==> config.mk <==
export PLATFORM = sky130hd
export DESIGN_NAME = pg_ov_monitor
export DESIGN_NICKNAME = d
export VERILOG_FILES = /design/src/rtl/pg_mon_pkg.sv /design/src/rtl/pg_phase_fsm.sv /design/src/rtl/pg_ov_guard.sv /design/src/rtl/pg_uv_watch.sv /design/src/rtl/pg_ov_monitor.sv
export SDC_FILE = /design/constraint.sdc
export NUM_CORES = 1
export LEC_CHECK = 0
export ABC_AREA = 1
export BUFFER_PORTS_ARGS = -buffer_cell sky130_fd_sc_hd__buf_4
export CAP_MARGIN = 20
export CELL_PAD_IN_SITES_DETAIL_PLACEMENT = 0
export CELL_PAD_IN_SITES_GLOBAL_PLACEMENT = 2
export CORE_MARGIN = 4
export CORE_UTILIZATION = 29
export CTS_CLUSTER_DIAMETER = 150
export DETAILED_ROUTE_END_ITERATION = 12
export GPL_TIMING_DRIVEN = 0
export PLACE_DENSITY_LB_ADDON = 0.12
export SETUP_SLACK_MARGIN = 0.05
export SYNTH_ARGS = -nofsm -noshare
export SYNTH_HDL_FRONTEND = slang
export SYNTH_SLANG_ARGS = --single-unit
==> constraint.sdc <==
create_clock -name clk -period 4.2 [get_ports clk]
set_input_delay 0.84 -clock clk [delete_from_list [all_inputs] [get_ports clk]]
set_output_delay 0.84 -clock clk [all_outputs]
set_load 0.01 [all_outputs]
==> src/rtl/pg_mon_pkg.sv <==
`timescale 1ns/1ps
package pg_mon_pkg;

  typedef enum logic [1:0] {
    PH_DOWN = 2'd0,
    PH_IDLE = 2'd1,
    PH_RAMP = 2'd2,
    PH_LIVE = 2'd3
  } phase_e;

endpackage

==> src/rtl/pg_phase_fsm.sv <==
`timescale 1ns/1ps
module pg_phase_fsm
  import pg_mon_pkg::*;
#(
  parameter int W          = 10,
  parameter int NOLOAD_CODE = 0
) (
  input  logic         clk,
  input  logic         rst_n,
  input  logic         supply_valid,
  input  logic         ctl_enable,
  input  logic         ss_done,
  input  logic [W-1:0] target_code,
  output phase_e       phase_q,
  output logic         ramp_start
);

  localparam logic [W-1:0] NOLOAD_C = W'(NOLOAD_CODE);

  phase_e phase_d;
  logic   run_req;
  logic   phase_en;

  always_comb begin
    run_req = supply_valid && ctl_enable && (target_code != NOLOAD_C);
    phase_d = phase_q;
    if (!supply_valid) begin
      phase_d = PH_DOWN;
    end else if (!run_req) begin
      phase_d = PH_IDLE;
    end else begin
      case (phase_q)
        PH_DOWN, PH_IDLE: phase_d = PH_RAMP;
        PH_RAMP:          phase_d = ss_done ? PH_LIVE : PH_RAMP;
        default:          phase_d = PH_LIVE;
      endcase
    end
    phase_en   = (phase_d != phase_q);
    ramp_start = (phase_d == PH_RAMP) && (phase_q != PH_RAMP);
  end

  always_ff @(posedge clk or negedge rst_n) begin
    if (!rst_n) begin
      phase_q <= PH_DOWN;
    end else if (phase_en) begin
      phase_q <= phase_d;
    end
  end

endmodule

==> src/rtl/pg_ov_guard.sv <==
`timescale 1ns/1ps
module pg_ov_guard
  import pg_mon_pkg::*;
#(
  parameter int W           = 10,
  parameter int AUX_LIMIT   = 360,
  parameter int IDLE_LIMIT  = 340,
  parameter int OV_MARGIN   = 40
) (
  input  logic         clk,
  input  logic         rst_n,
  input  phase_e       phase_q,
  input  logic         ramp_start,
  input  logic         supply_valid,
  input  logic         aux_ok,
  input  logic [W-1:0] target_code,
  input  logic [W-1:0] sense_code,
  input  logic [W-1:0] diff_code,
  output logic [W:0]   ov_thresh,
  output logic         ov_trip,
  output logic         trip_clr
);

  localparam logic [W:0] AUX_C    = (W+1)'(AUX_LIMIT);
  localparam logic [W:0] IDLE_C   = (W+1)'(IDLE_LIMIT);
  localparam logic [W:0] MARGIN_C = (W+1)'(OV_MARGIN);

  logic [W:0]   tgt_plus;
  logic [W:0]   ramp_lvl;
  logic [W-1:0] probe;
  logic         armed;
  logic         hit;
  logic         trip_q;
  logic         trip_d;
  logic         trip_en;

  always_comb begin
    tgt_plus = {1'b0, target_code} + MARGIN_C;
    ramp_lvl = (tgt_plus > IDLE_C) ? tgt_plus : IDLE_C;
    case (phase_q)
      PH_DOWN: begin
        ov_thresh = AUX_C;
        probe     = sense_code;
        armed     = aux_ok;
      end
      PH_IDLE: begin
        ov_thresh = trip_q ? tgt_plus : IDLE_C;
        probe     = diff_code;
        armed     = 1'b1;
      end
      PH_RAMP: begin
        ov_thresh = ramp_lvl;
        probe     = diff_code;
        armed     = 1'b1;
      end
      default: begin
        ov_thresh = tgt_plus;
        probe     = diff_code;
        armed     = 1'b1;
      end
    endcase
    hit      = armed && ({1'b0, probe} > ov_thresh);
    trip_clr = ramp_start || (!supply_valid && !aux_ok);
    trip_en  = trip_clr || hit;
    trip_d   = !trip_clr;
  end

  always_ff @(posedge clk or negedge rst_n) begin
    if (!rst_n) begin
      trip_q <= 1'b0;
    end else if (trip_en) begin
      trip_q <= trip_d;
    end
  end

  assign ov_trip = trip_q;

endmodule

==> src/rtl/pg_uv_watch.sv <==
`timescale 1ns/1ps
module pg_uv_watch #(
  parameter int W = 10
) (
  input  logic         clk,
  input  logic         rst_n,
  input  logic [W-1:0] target_code,
  input  logic [W-1:0] sense_code,
  output logic         uv_flag
);

  logic [W-1:0] floor_code;
  logic         uv_d;
  logic         uv_q;
  logic         uv_en;

  always_comb begin
    floor_code = target_code - (target_code >> 2);
    uv_d       = (sense_code < floor_code);
    uv_en      = (uv_d != uv_q);
  end

  always_ff @(posedge clk or negedge rst_n) begin
    if (!rst_n) begin
      uv_q <= 1'b0;
    end else if (uv_en) begin
      uv_q <= uv_d;
    end
  end

  assign uv_flag = uv_q;

endmodule

==> src/rtl/pg_ov_monitor.sv <==
`timescale 1ns/1ps
module pg_ov_monitor
  import pg_mon_pkg::*;
#(
  parameter int W           = 10,
  parameter int AUX_LIMIT   = 360,
  parameter int IDLE_LIMIT  = 340,
  parameter int OV_MARGIN   = 40,
  parameter int NOLOAD_CODE = 0,
  parameter int SYNC_STAGES = 2
) (
  input  logic         clk,
  input  logic         rst_n,
  input  logic         supply_valid,
  input  logic         aux_ok,
  input  logic         ctl_enable,
  input  logic         ss_done,
  input  logic [W-1:0] target_code,
  input  logic [W-1:0] sense_code,
  input  logic [W-1:0] diff_code,
  output logic         pgood_rel,
  output logic [W:0]   ov_thresh,
  output logic         ov_trip,
  output logic         uv_flag
);

  logic [SYNC_STAGES-1:0] rst_pipe;
  logic                   rst_sync_n;
  phase_e                 phase_q;
  logic                   ramp_start;
  logic                   trip_clr;

  always_ff @(posedge clk or negedge rst_n) begin
    if (!rst_n) begin
      rst_pipe <= '0;
    end else begin
      rst_pipe <= {rst_pipe[SYNC_STAGES-2:0], 1'b1};
    end
  end
  assign rst_sync_n = rst_pipe[SYNC_STAGES-1];

  pg_phase_fsm #(
    .W          (W),
    .NOLOAD_CODE(NOLOAD_CODE)
  ) u_fsm (
    .clk         (clk),
    .rst_n       (rst_sync_n),
    .supply_valid(supply_valid),
    .ctl_enable  (ctl_enable),
    .ss_done     (ss_done),
    .target_code (target_code),
    .phase_q     (phase_q),
    .ramp_start  (ramp_start)
  );

  pg_ov_guard #(
    .W         (W),
    .AUX_LIMIT (AUX_LIMIT),
    .IDLE_LIMIT(IDLE_LIMIT),
    .OV_MARGIN (OV_MARGIN)
  ) u_ov (
    .clk         (clk),
    .rst_n       (rst_sync_n),
    .phase_q     (phase_q),
    .ramp_start  (ramp_start),
    .supply_valid(supply_valid),
    .aux_ok      (aux_ok),
    .target_code (target_code),
    .sense_code  (sense_code),
    .diff_code   (diff_code),
    .ov_thresh   (ov_thresh),
    .ov_trip     (ov_trip),
    .trip_clr    (trip_clr)
  );

  pg_uv_watch #(
    .W(W)
  ) u_uv (
    .clk        (clk),
    .rst_n      (rst_sync_n),
    .target_code(target_code),
    .sense_code (sense_code),
    .uv_flag    (uv_flag)
  );

  assign pgood_rel = (phase_q == PH_LIVE) && !uv_flag;

endmodule

---- After elaboration in Yosys (flattened, before gate mapping) ----
Index checks and enable logic that the tools add are counted.
Widths: inputs -> output; s select.
operators by class
  add/sub/neg operators ................... 2
  $mul .................................... 0
  divide/modulo/power cells ............... 0
  magnitude comparators ................... 3
  equal/unequal tests ..................... 7
  shift operators ......................... 0
  mux-type cells .......................... 9
  bitwise logic cells ..................... 0
  reductions and logical operators ........ 15
operators with widths
  operator               count
  $pmux 11 s3            1
  $mux 11                2
  $add 10x6->11 const B  1
  $gt 10x11->1           1
  $gt 11x9->1 const B    1
  $lt 10x10->1           1
  $mux 10                1
  $reduce_bool 10->1     1
  $sub 10x8->10          1
  $eq 2x2->1 const B     3
  $logic_and 1x1->1      6
  $logic_not 1->1        4
  $mux 2                 2
  $pmux 2 s2             1
  $eq 2x1->1 const B     1
  $logic_not 2->1        1
  $logic_or 1x1->1       2
  $mux 1                 2
  $ne 2x2->1             1
  $ne 2x2->1 const B     1
  $reduce_or 2->1        1
  $ne 1x1->1             1
word-level totals
  register bits after elaboration ......... 6
  latch bits .............................. 0
  memory bits (writable) .................. 0
  memory bits (read-only) ................. 0
  bits of input ports ..................... 36
  word-level logic and storage cells ...... 40
  memories ................................ 0

---- Longest topological paths before layout ----
Gate-level depths: netlist (run 1).
  word-level depth ........................ 9
  mapped depth ............................ 24

---- Cells and area by module ----
From an unflattened synthesis (run 1), not the netlist that was laid out.
unflattened totals
  cell total of the unflattened synthesis .. 304
  area, all modules ....................... 1809.2 um2
by module, submodules not included
  module         instances  cells each  area each (um2)  seq. area each (um2)
  pg_ov_guard    1          165         915.9            25.0
  pg_uv_watch    1          114         704.4            25.0
  pg_phase_fsm   1          20          125.1            50.0
  pg_ov_monitor  1          5           63.8             50.0

---- Worst setup path before layout (run 1) ----
Ideal clock, no wire load.
  path type ............................... input to register
  start ................................... input port target_code[3]
  end ..................................... register u_ov.trip_q (netlist: u_ov.ov_trip)
  setup time .............................. 123 ps
  data arrival time ....................... 2879 ps
  setup slack ............................. 1198 ps
  stages .................................. 22
  path buffers ............................ 0
  cells stage by stage .................... ha_1 > nor2_1 > o21ai_1 > nand2_1 > nand2_1 > a21oi_1 > nand2_2 > nand2_1 > nand2_1 > o21ai_2 > inv_2 > ha_1 > a21oi_1 > o21ai_0 > nand2_1 > nand2_1 > nand2_1 > nand2_1 > nand2_1 > nand2_1 > nand3_1 > a21oi_1
between the ends
  elaborated cells between the ends (all ways) .. 16
RTL lines
  item                  RTL line             source
  start, declared       pg_ov_monitor.sv:18  input logic [W-1:0] target_code,
  $add 10x6->11         pg_ov_guard.sv:38    tgt_plus = {1'b0, target_code} + MARGIN_C;
  $gt 11x9->1           pg_ov_guard.sv:39    ramp_lvl = (tgt_plus > IDLE_C) ? tgt_plus : IDLE_C;
  $mux 11               pg_ov_guard.sv:39
  $pmux 11 s3           pg_ov_guard.sv:40    case (phase_q)
  net ov_thresh[2]      pg_ov_monitor.sv:22  output logic [W:0] ov_thresh,
  $gt 10x11->1          pg_ov_guard.sv:62    hit = armed && ({1'b0, probe} > ov_thresh);
  $logic_and 1x1->1     pg_ov_guard.sv:62
  $logic_or 1x1->1      pg_ov_guard.sv:64    trip_en = trip_clr || hit;
  end signal, assigned  pg_ov_guard.sv:72    trip_q <= trip_d;
  end, declared         pg_ov_guard.sv:33    logic trip_q;
The timed path passes the listed nets, and every way through them passes these cells.
A chain may end at the register's enable or synchronous reset.

---- Final worst setup path (run 1) ----
  start ................................... input port target_code[3]
  end ..................................... output port ov_thresh[5]
between the ends
  word-level cells in the longest chain between the ends .. 4
  elaborated cells between the ends (all ways) .. 5
ends and longest elaborated chain
  item               RTL line
  $add 10x6->11 (*)  pg_ov_guard.sv:38
  $gt 11x9->1        pg_ov_guard.sv:39
  $mux 11            pg_ov_guard.sv:39
  $pmux 11 s3 (*)    pg_ov_guard.sv:40
  end, declared      pg_ov_monitor.sv:22
Every way passes the cells marked *; elsewhere a longest branch is shown, timed or not.

==> run_results.csv, run 1 <==
group,metric,value,unit
critical_path,r2r_start,"u_fsm.phase_q[0]",
critical_path,end_kind,"output port",
critical_path,critPathLaunchType,"input port",
critical_path,worstRegToRegCells,15,
synthesis,synth_warnings,0,
finish,drive_gt1_frac,0.243,
placed_design,place.gp.congestion,0.815,
timing,period_minus_slack,3.31,ns
die,fp.coreArea,5470,um2
clock_network,htree_levels,1,
timing,hold_viol_final,0,
global_routing,gr-usage-all-layers,0.147,
power_and_ir_drop,pwr_density_cell,213,nW/um2
synthesis,async_flop_share,1.00,
power_and_ir_drop,combPwrFrac,0.656,
die,die_h,83.1,um
critical_path,startpoint,"target_code[3]",
synthesis,synth-main-ff-cell,"dfrtp_1",
placed_design,io_buffer_count,48,
critical_path,r2r-end,"u_ov.ov_trip",
power_and_ir_drop,seq_power_share,0.157,
timing,min_period_over_period,0.788,
die,start_util,0.299,
routing,vias_per_cell,4.56,
placed_design,post-place-ws,0.734,ns
critical_path,arrival,2.47,ns
routing,drc,0,
routing,wl_per_cell,12.9,um
timing,setup_ws,0.890,ns
status,status,"completed",
critical_path,crit_required,3.36,ns
timing,fin_skew,0.00172,ns
global_routing,grt_pass1_vias,1704,
global_routing,grt_pass1_wl,8.25,mm
synthesis,syn-num-nets,333,
synthesis,syn_inst,266,
clock_network,clock_path_buffers,2,
synthesis,synth_edf_count,0,
clock_network,cts_setup_buffers,0,
clock_network,cts_made_buffers,3,
routing,vias,1773,
clock_network,cts_tree,"built",
critical_path,cp.depth,13,
finish,area_growth,30.1,%
synthesis,ys_ff_latch,6,
die,rows,27,
routing,first_pass_iters,4,
critical_path,timing.critical_path.cells,"buf_4 -> ha_1 -> nor2_1 -> o21ai_1 -> nand2_1 -> nand2_1 -> a21oi_1 -> nand2_2 -> nand2_4 -> nand2_4 -> nand2_1 -> nand2_1 -> buf_4",
run,max-cap-violations,0,
critical_path,worstPathMaxFanout,7,
finish,multiInputGateArea,1310,um2
critical_path,crit_type,"input port to output port",
critical_path,crit_end,"ov_thresh[5]",
clock_network,cts.sink_count,6,
finish,seq_area,150,um2
clock_network,clk_latency,0.22,ns
clock_network,clkTransAtPathRegs,0.03,ns
critical_path,crit_top_cell,"nand2_1",
power_and_ir_drop,switchingPower,201,uW
synthesis,syn_area,1630,um2
min_path,holdCritPathClass,"register to async pin",
timing,rsz0062_at_grt,"false",
synthesis,synth-seq-area-share,0.0919,
critical_path,cp_num_buf_inv,2,
global_routing,antenna_found_initial,0,
synthesis,syn_area_per_cell,6.14,um2
clock_network,postCtsHoldBufs,0,
power_and_ir_drop,swShare,0.443,
routing,drt-total-wl,5.02,mm
die,die_area,6900,um2
global_routing,gr-total-overflow,0,
die,die_w,83.1,um
power_and_ir_drop,p_int,252,uW
routing,drtIter0Drc,49,
clock_network,cts-root-buf,"clkbuf_8",
power_and_ir_drop,p_leak,1.19,nW
die,pin_count,50,
finish,nets,386,
timing,setup_violations,0,
clock_network,ctsResizeCount,0,
finish,num-fill-cells,646,
power_and_ir_drop,vdd_ir_drop_max,0.000141,V
finish,antenna_cells,0,
critical_path,r2r_setup_slack,1.79,ns
global_routing,grt_max_degree,11,
critical_path,path_delay_family,"simple AND/OR/NAND/NOR gates",
power_and_ir_drop,power_frac_clock,0.187,
timing,drv_slew,0,
critical_path,crit_path_top_delay_cell,"ha_1",
timing,fmax,302,MHz
critical_path,cpPeakStageDelay,0.23,ns
placed_design,dp_hpwl,4.50,mm
routing,ant_nets,0,
timing,setup_tns,0,ns
synthesis,yosysUniqueCellTypes,33,
-- flip-flops by register name, indices dropped and copies added, names as in the netlist --
| register | cells |
|---|---|
| u_uv.uv_flag | 1 |
| u_ov.ov_trip | 1 |
| u_fsm.phase_q | 2 |
| rst_pipe | 2 |
-- logic make-up after synthesis --
| group | count (synthesis) | synth area share |
|---|---|---|
| adders and majority gates | 31 | 0.242 |
| other | 1 | 0.00229 |
| AOI/OAI and AO/OA | 41 | 0.157 |
| muxes | 1 | 0.00613 |
| and+or+nand+nor | 133 | 0.354 |
| buffers and inverters | 45 | 0.104 |
| DFF | 6 | 0.0919 |
| xor gates and xnor gates | 8 | 0.0429 |
-- area by class of cell --
class                      count  area share
clock buffer                   3      0.0194
sequential                     6      0.0706
buffer                         3     0.00589
tap                           72      0.0424
timing repair buffer          48       0.170
multi-input combinational    215       0.618
inverter                      42      0.0742
-- cell usage after synthesis, types with 2 or more instances --
cell type	instances	area, um2
ha_1	30	375
nor2_1	22	82.6
clkbuf_1	2	7.51
xnor2_1	2	17.5
nand2_4	2	22.5
a21oi_1	20	100
o31ai_1	2	15.0
o21ai_2	2	17.5
o21ai_0	5	25.0
nand3_1	14	70.1
dfrtp_1	6	150
inv_2	8	30.0
xor2_1	6	52.6
nand4_1	4	25.0
inv_1	34	128
nand2_2	5	31.3
nand2_1	80	300
a21oi_2	4	35.0
o211ai_1	2	15.0
nor4_1	2	12.5
nor2_4	2	22.5
-- placed cells by master (no fill, tap or decap), types with 5 or more instances in the layout --
cell | netlist | final
xor2_1 | 6 | 6
nand2_2 | 5 | 5
a21oi_1 | 20 | 20
dfrtp_1 | 6 | 6
ha_1 | 30 | 30
inv_2 | 8 | 8
nand2_1 | 80 | 80
buf_4 | 0 | 48
nand3_1 | 14 | 14
inv_1 | 34 | 34
o21ai_0 | 5 | 5
nor2_1 | 22 | 22
-- through the flow --
stage	hold slack (ns)	util	instances	power, mW	area [um2]
after CTS	0.0613	0.388	389	0.464	2130
after floorplan	0.0403	-	266	0.264	1630
final	0.0530	0.388	389	0.453	2130
after global placement	0.0622	0.381	386	0.373	2080
after global routing	0.0764	0.388	389	0.507	2130
after detailed placement	0.0602	0.381	386	0.374	2080
-- per-layer routing --
layer	vias up	global-route usage	routed length, um
met5	-	0	0
met4	0	0.0267	36
met3	4	0.0278	209
met2	36	0.247	2360
met1	764	0.196	2410
li1	969	-	-
-- worst min-delay path by stage --
stage,startpoint,end,slack (ns),cells past startpoint
global placement,rst_pipe[1],u_uv.uv_flag,0.06,0
detailed placement,rst_pipe[1],u_uv.uv_flag,0.06,0
CTS,rst_pipe[1],u_fsm.phase_q[0],0.06,0
finish,rst_pipe[1],u_fsm.phase_q[0],0.05,0
floorplan,rst_pipe[1],u_fsm.phase_q[0],0.04,0
global route,rst_pipe[1],u_fsm.phase_q[0],0.08,0
-- power by group through the flow --
stage | Sequential, mW | Clock, mW | Combinational [mW]
global route | 0.0731 | 0.0932 | 0.341
finish | 0.0713 | 0.0846 | 0.297
detailed placement | 0.0723 | 0 | 0.302
floorplan | 0.0727 | 0 | 0.191
CTS | 0.0717 | 0.0881 | 0.304
global placement | 0.0721 | 0 | 0.301
(Power assumes the default switching activity.)
==> run 2, diff against run 1 <==
--- a/config.mk
+++ b/config.mk
@@ -11,7 +11,7 @@
 export CELL_PAD_IN_SITES_DETAIL_PLACEMENT = 0
 export CELL_PAD_IN_SITES_GLOBAL_PLACEMENT = 2
 export CORE_MARGIN = 4
-export CORE_UTILIZATION = 29
+export CORE_UTILIZATION = 24
 export CTS_CLUSTER_DIAMETER = 150
 export DETAILED_ROUTE_END_ITERATION = 12
 export GPL_TIMING_DRIVEN = 0
==> constraint.sdc (replaced) <==
create_clock -name clk -period 2.7 [get_ports clk]
set_input_delay 0.54 -clock clk [delete_from_list [all_inputs] [get_ports clk]]
set_output_delay 0.54 -clock clk [all_outputs]
set_load 0.01 [all_outputs]
==> run_results.csv, run 2 (synthesized netlist as in run 1, its figures left out) <==
group,metric,value,unit
routing,drc,0,
critical_path,crit_type,"input port to register",
die,pin_count,50,
timing,period_minus_slack,2.61,ns
routing,wl_per_cell,13.7,um
timing,setup_tns,0,ns
clock_network,postCtsHoldBufs,0,
placed_design,place.gp.congestion,0.792,
routing,drt-total-wl,5.58,mm
run,max-cap-violations,0,
clock_network,cts_made_buffers,3,
power_and_ir_drop,switchingPower,363,uW
global_routing,grt_pass1_wl,9.07,mm
finish,area_growth,54.2,%
clock_network,cts_tree,"built",
timing,hold_viol_final,0,
clock_network,cts.sink_count,6,
power_and_ir_drop,seq_power_share,0.136,
finish,reg_top3,"rst_pipe x2, u_fsm.phase_q x2",
critical_path,critPathLaunchType,"input port",
die,die_h,90.5,um
power_and_ir_drop,combPwrFrac,0.706,
timing,fin_skew,0.00293,ns
timing,min_period_over_period,0.966,
clock_network,clock_path_buffers,2,
timing,fmax,383,MHz
die,rows,29,
clock_network,cts-root-buf,"clkbuf_8",
routing,vias_per_cell,4.58,
finish,final_cell_mix,"nand2_1, buf_4, inv_1",
critical_path,worstPathMaxFanout,6,
global_routing,antenna_found_initial,0,
status,status,"completed",
finish,multiInputGateArea,1560,um2
die,die_w,90.5,um
finish,final_area,2520,um2
critical_path,arrival,2.76,ns
clock_network,clk_latency,0.22,ns
routing,first_pass_iters,4,
die,fp.coreArea,6490,um2
global_routing,gr-usage-all-layers,0.134,
power_and_ir_drop,power.total,815,uW
power_and_ir_drop,p_leak,1.29,nW
power_and_ir_drop,pwr_density_cell,323,nW/um2
clock_network,htree_levels,1,
power_and_ir_drop,vdd_ir_drop_max,0.000148,V
power_and_ir_drop,swShare,0.445,
finish,seq_area,150,um2
power_and_ir_drop,power_frac_clock,0.158,
finish,antenna_cells,0,
placed_design,place_area,2090,um2
timing,setup_violations,0,
routing,vias,1870,
global_routing,gr-total-overflow,0,
power_and_ir_drop,p_int,452,uW
clock_network,clkTransAtPathRegs,0.04,ns
placed_design,io_buffer_count,48,
placed_design,dp_hpwl,4.74,mm
die,start_util,0.252,
finish,num-fill-cells,734,
routing,drtIter0Drc,45,
routing,ant_nets,0,
die,die_area,8190,um2
critical_path,crit_required,2.85,ns
global_routing,grt_max_degree,11,
finish,drive_gt1_frac,0.423,
finish,layout_commonest_cell,"nand2_1",
finish,nets,400,
critical_path,end_kind,"register",
timing,rsz0062_at_grt,"true",
global_routing,grt_pass1_vias,1835,
min_path,holdCritPathClass,"register to async pin",
timing,drv_slew,0,
[run 2: cell types whose count changed in the layout (fill, tap and decap cells not counted), moves of 4 or more]
cell,delta
nand3_2,+5
nand2_2,+12
buf_4,+10
a21oi_2,+5
nand2_1,-16
ha_4,+6
inv_1,-5
a21oi_1,-7
ha_1,-9
nand3_1,-5
nand2_4,+4
[run 2: final timing paths]
check	from	to	slack (ns)	depth (start not counted)
max	target_code[3]	u_ov.ov_trip	0.09	21
min	rst_pipe[1]	u_fsm.phase_q[1]	0.05	0
max reg2reg	u_fsm.phase_q[0]	u_ov.ov_trip	0.33	16
min reg2reg	rst_pipe[1]	u_fsm.phase_q[1]	0.05	0
max in group asynchronous	rst_pipe[1]	u_uv.uv_flag	2.49	0
min in group clk	rst_pipe[0]	rst_pipe[1]	0.34	0
[run 2: critical path, stage by stage]
cell and delay [ns]:
buf_12 0.10, clkinvlp_4 0.19, ha_4 0.34, inv_2 0.03, nand4_1 0.10, nand2_2 0.08, nand2_4 0.09, nand2_4 0.09
nand2_4 0.11, a21oi_2 0.06, ha_1 0.33, nand2_2 0.07, a21oi_2 0.11, nor2_1 0.05, nand2_1 0.06, nand2_1 0.04
nand2_1 0.06, nand2_1 0.05, nand2_1 0.07, nand3_2 0.06, a21oi_2 0.12
[run 2: per-layer routing]
layer	wire [um]	vias to the layer above	GRT usage
li1	-	999	-
met1	2650	840	0.176
met2	2720	31	0.235
met3	207	0	0.0267
met4	0	0	0.00765
met5	0	-	0
[run 2: repair_timing]
item                                    4_1_cts  5_1_grt
endpoints found under the setup margin        3        3
buffers inserted                              8        6
gates resized for setup                      39       28
pin swaps                                    23       28
[run 2: layout make-up]
type / instances / area share
Timing Repair Buffer: 62 / 0.194
Sequential cell: 6 / 0.0596
Clock buffer: 3 / 0.0164
Tap cell: 77 / 0.0382
Buffer: 3 / 0.00497
Multi-Input combinational cell: 215 / 0.621
Inverter: 42 / 0.0660
[run 2: power by group through the flow]
stage                     Sequential, mW  Clock (mW)  Combinational, mW
final                              0.111       0.129              0.575
after global placement             0.112           0              0.472
after floorplan                    0.113           0              0.298
after global routing               0.112       0.141              0.650
after detailed placement           0.112           0              0.472
after CTS                          0.111       0.132              0.537
[run 2: stage by stage]
step | hold WS [ns] | utilization | cells | setup slack (ns)
6_report | 0.0538 | 0.388 | 408 | 0.0917
5_1_grt | 0.0706 | 0.388 | 408 | -0.116
4_1_cts | 0.0647 | 0.366 | 402 | 0.0548
3_5_place_dp | 0.0639 | 0.322 | 391 | -0.388
3_3_place_gp | 0.0619 | 0.322 | 391 | -0.432
2_1_floorplan | 0.0403 | - | 266 | 0.0528
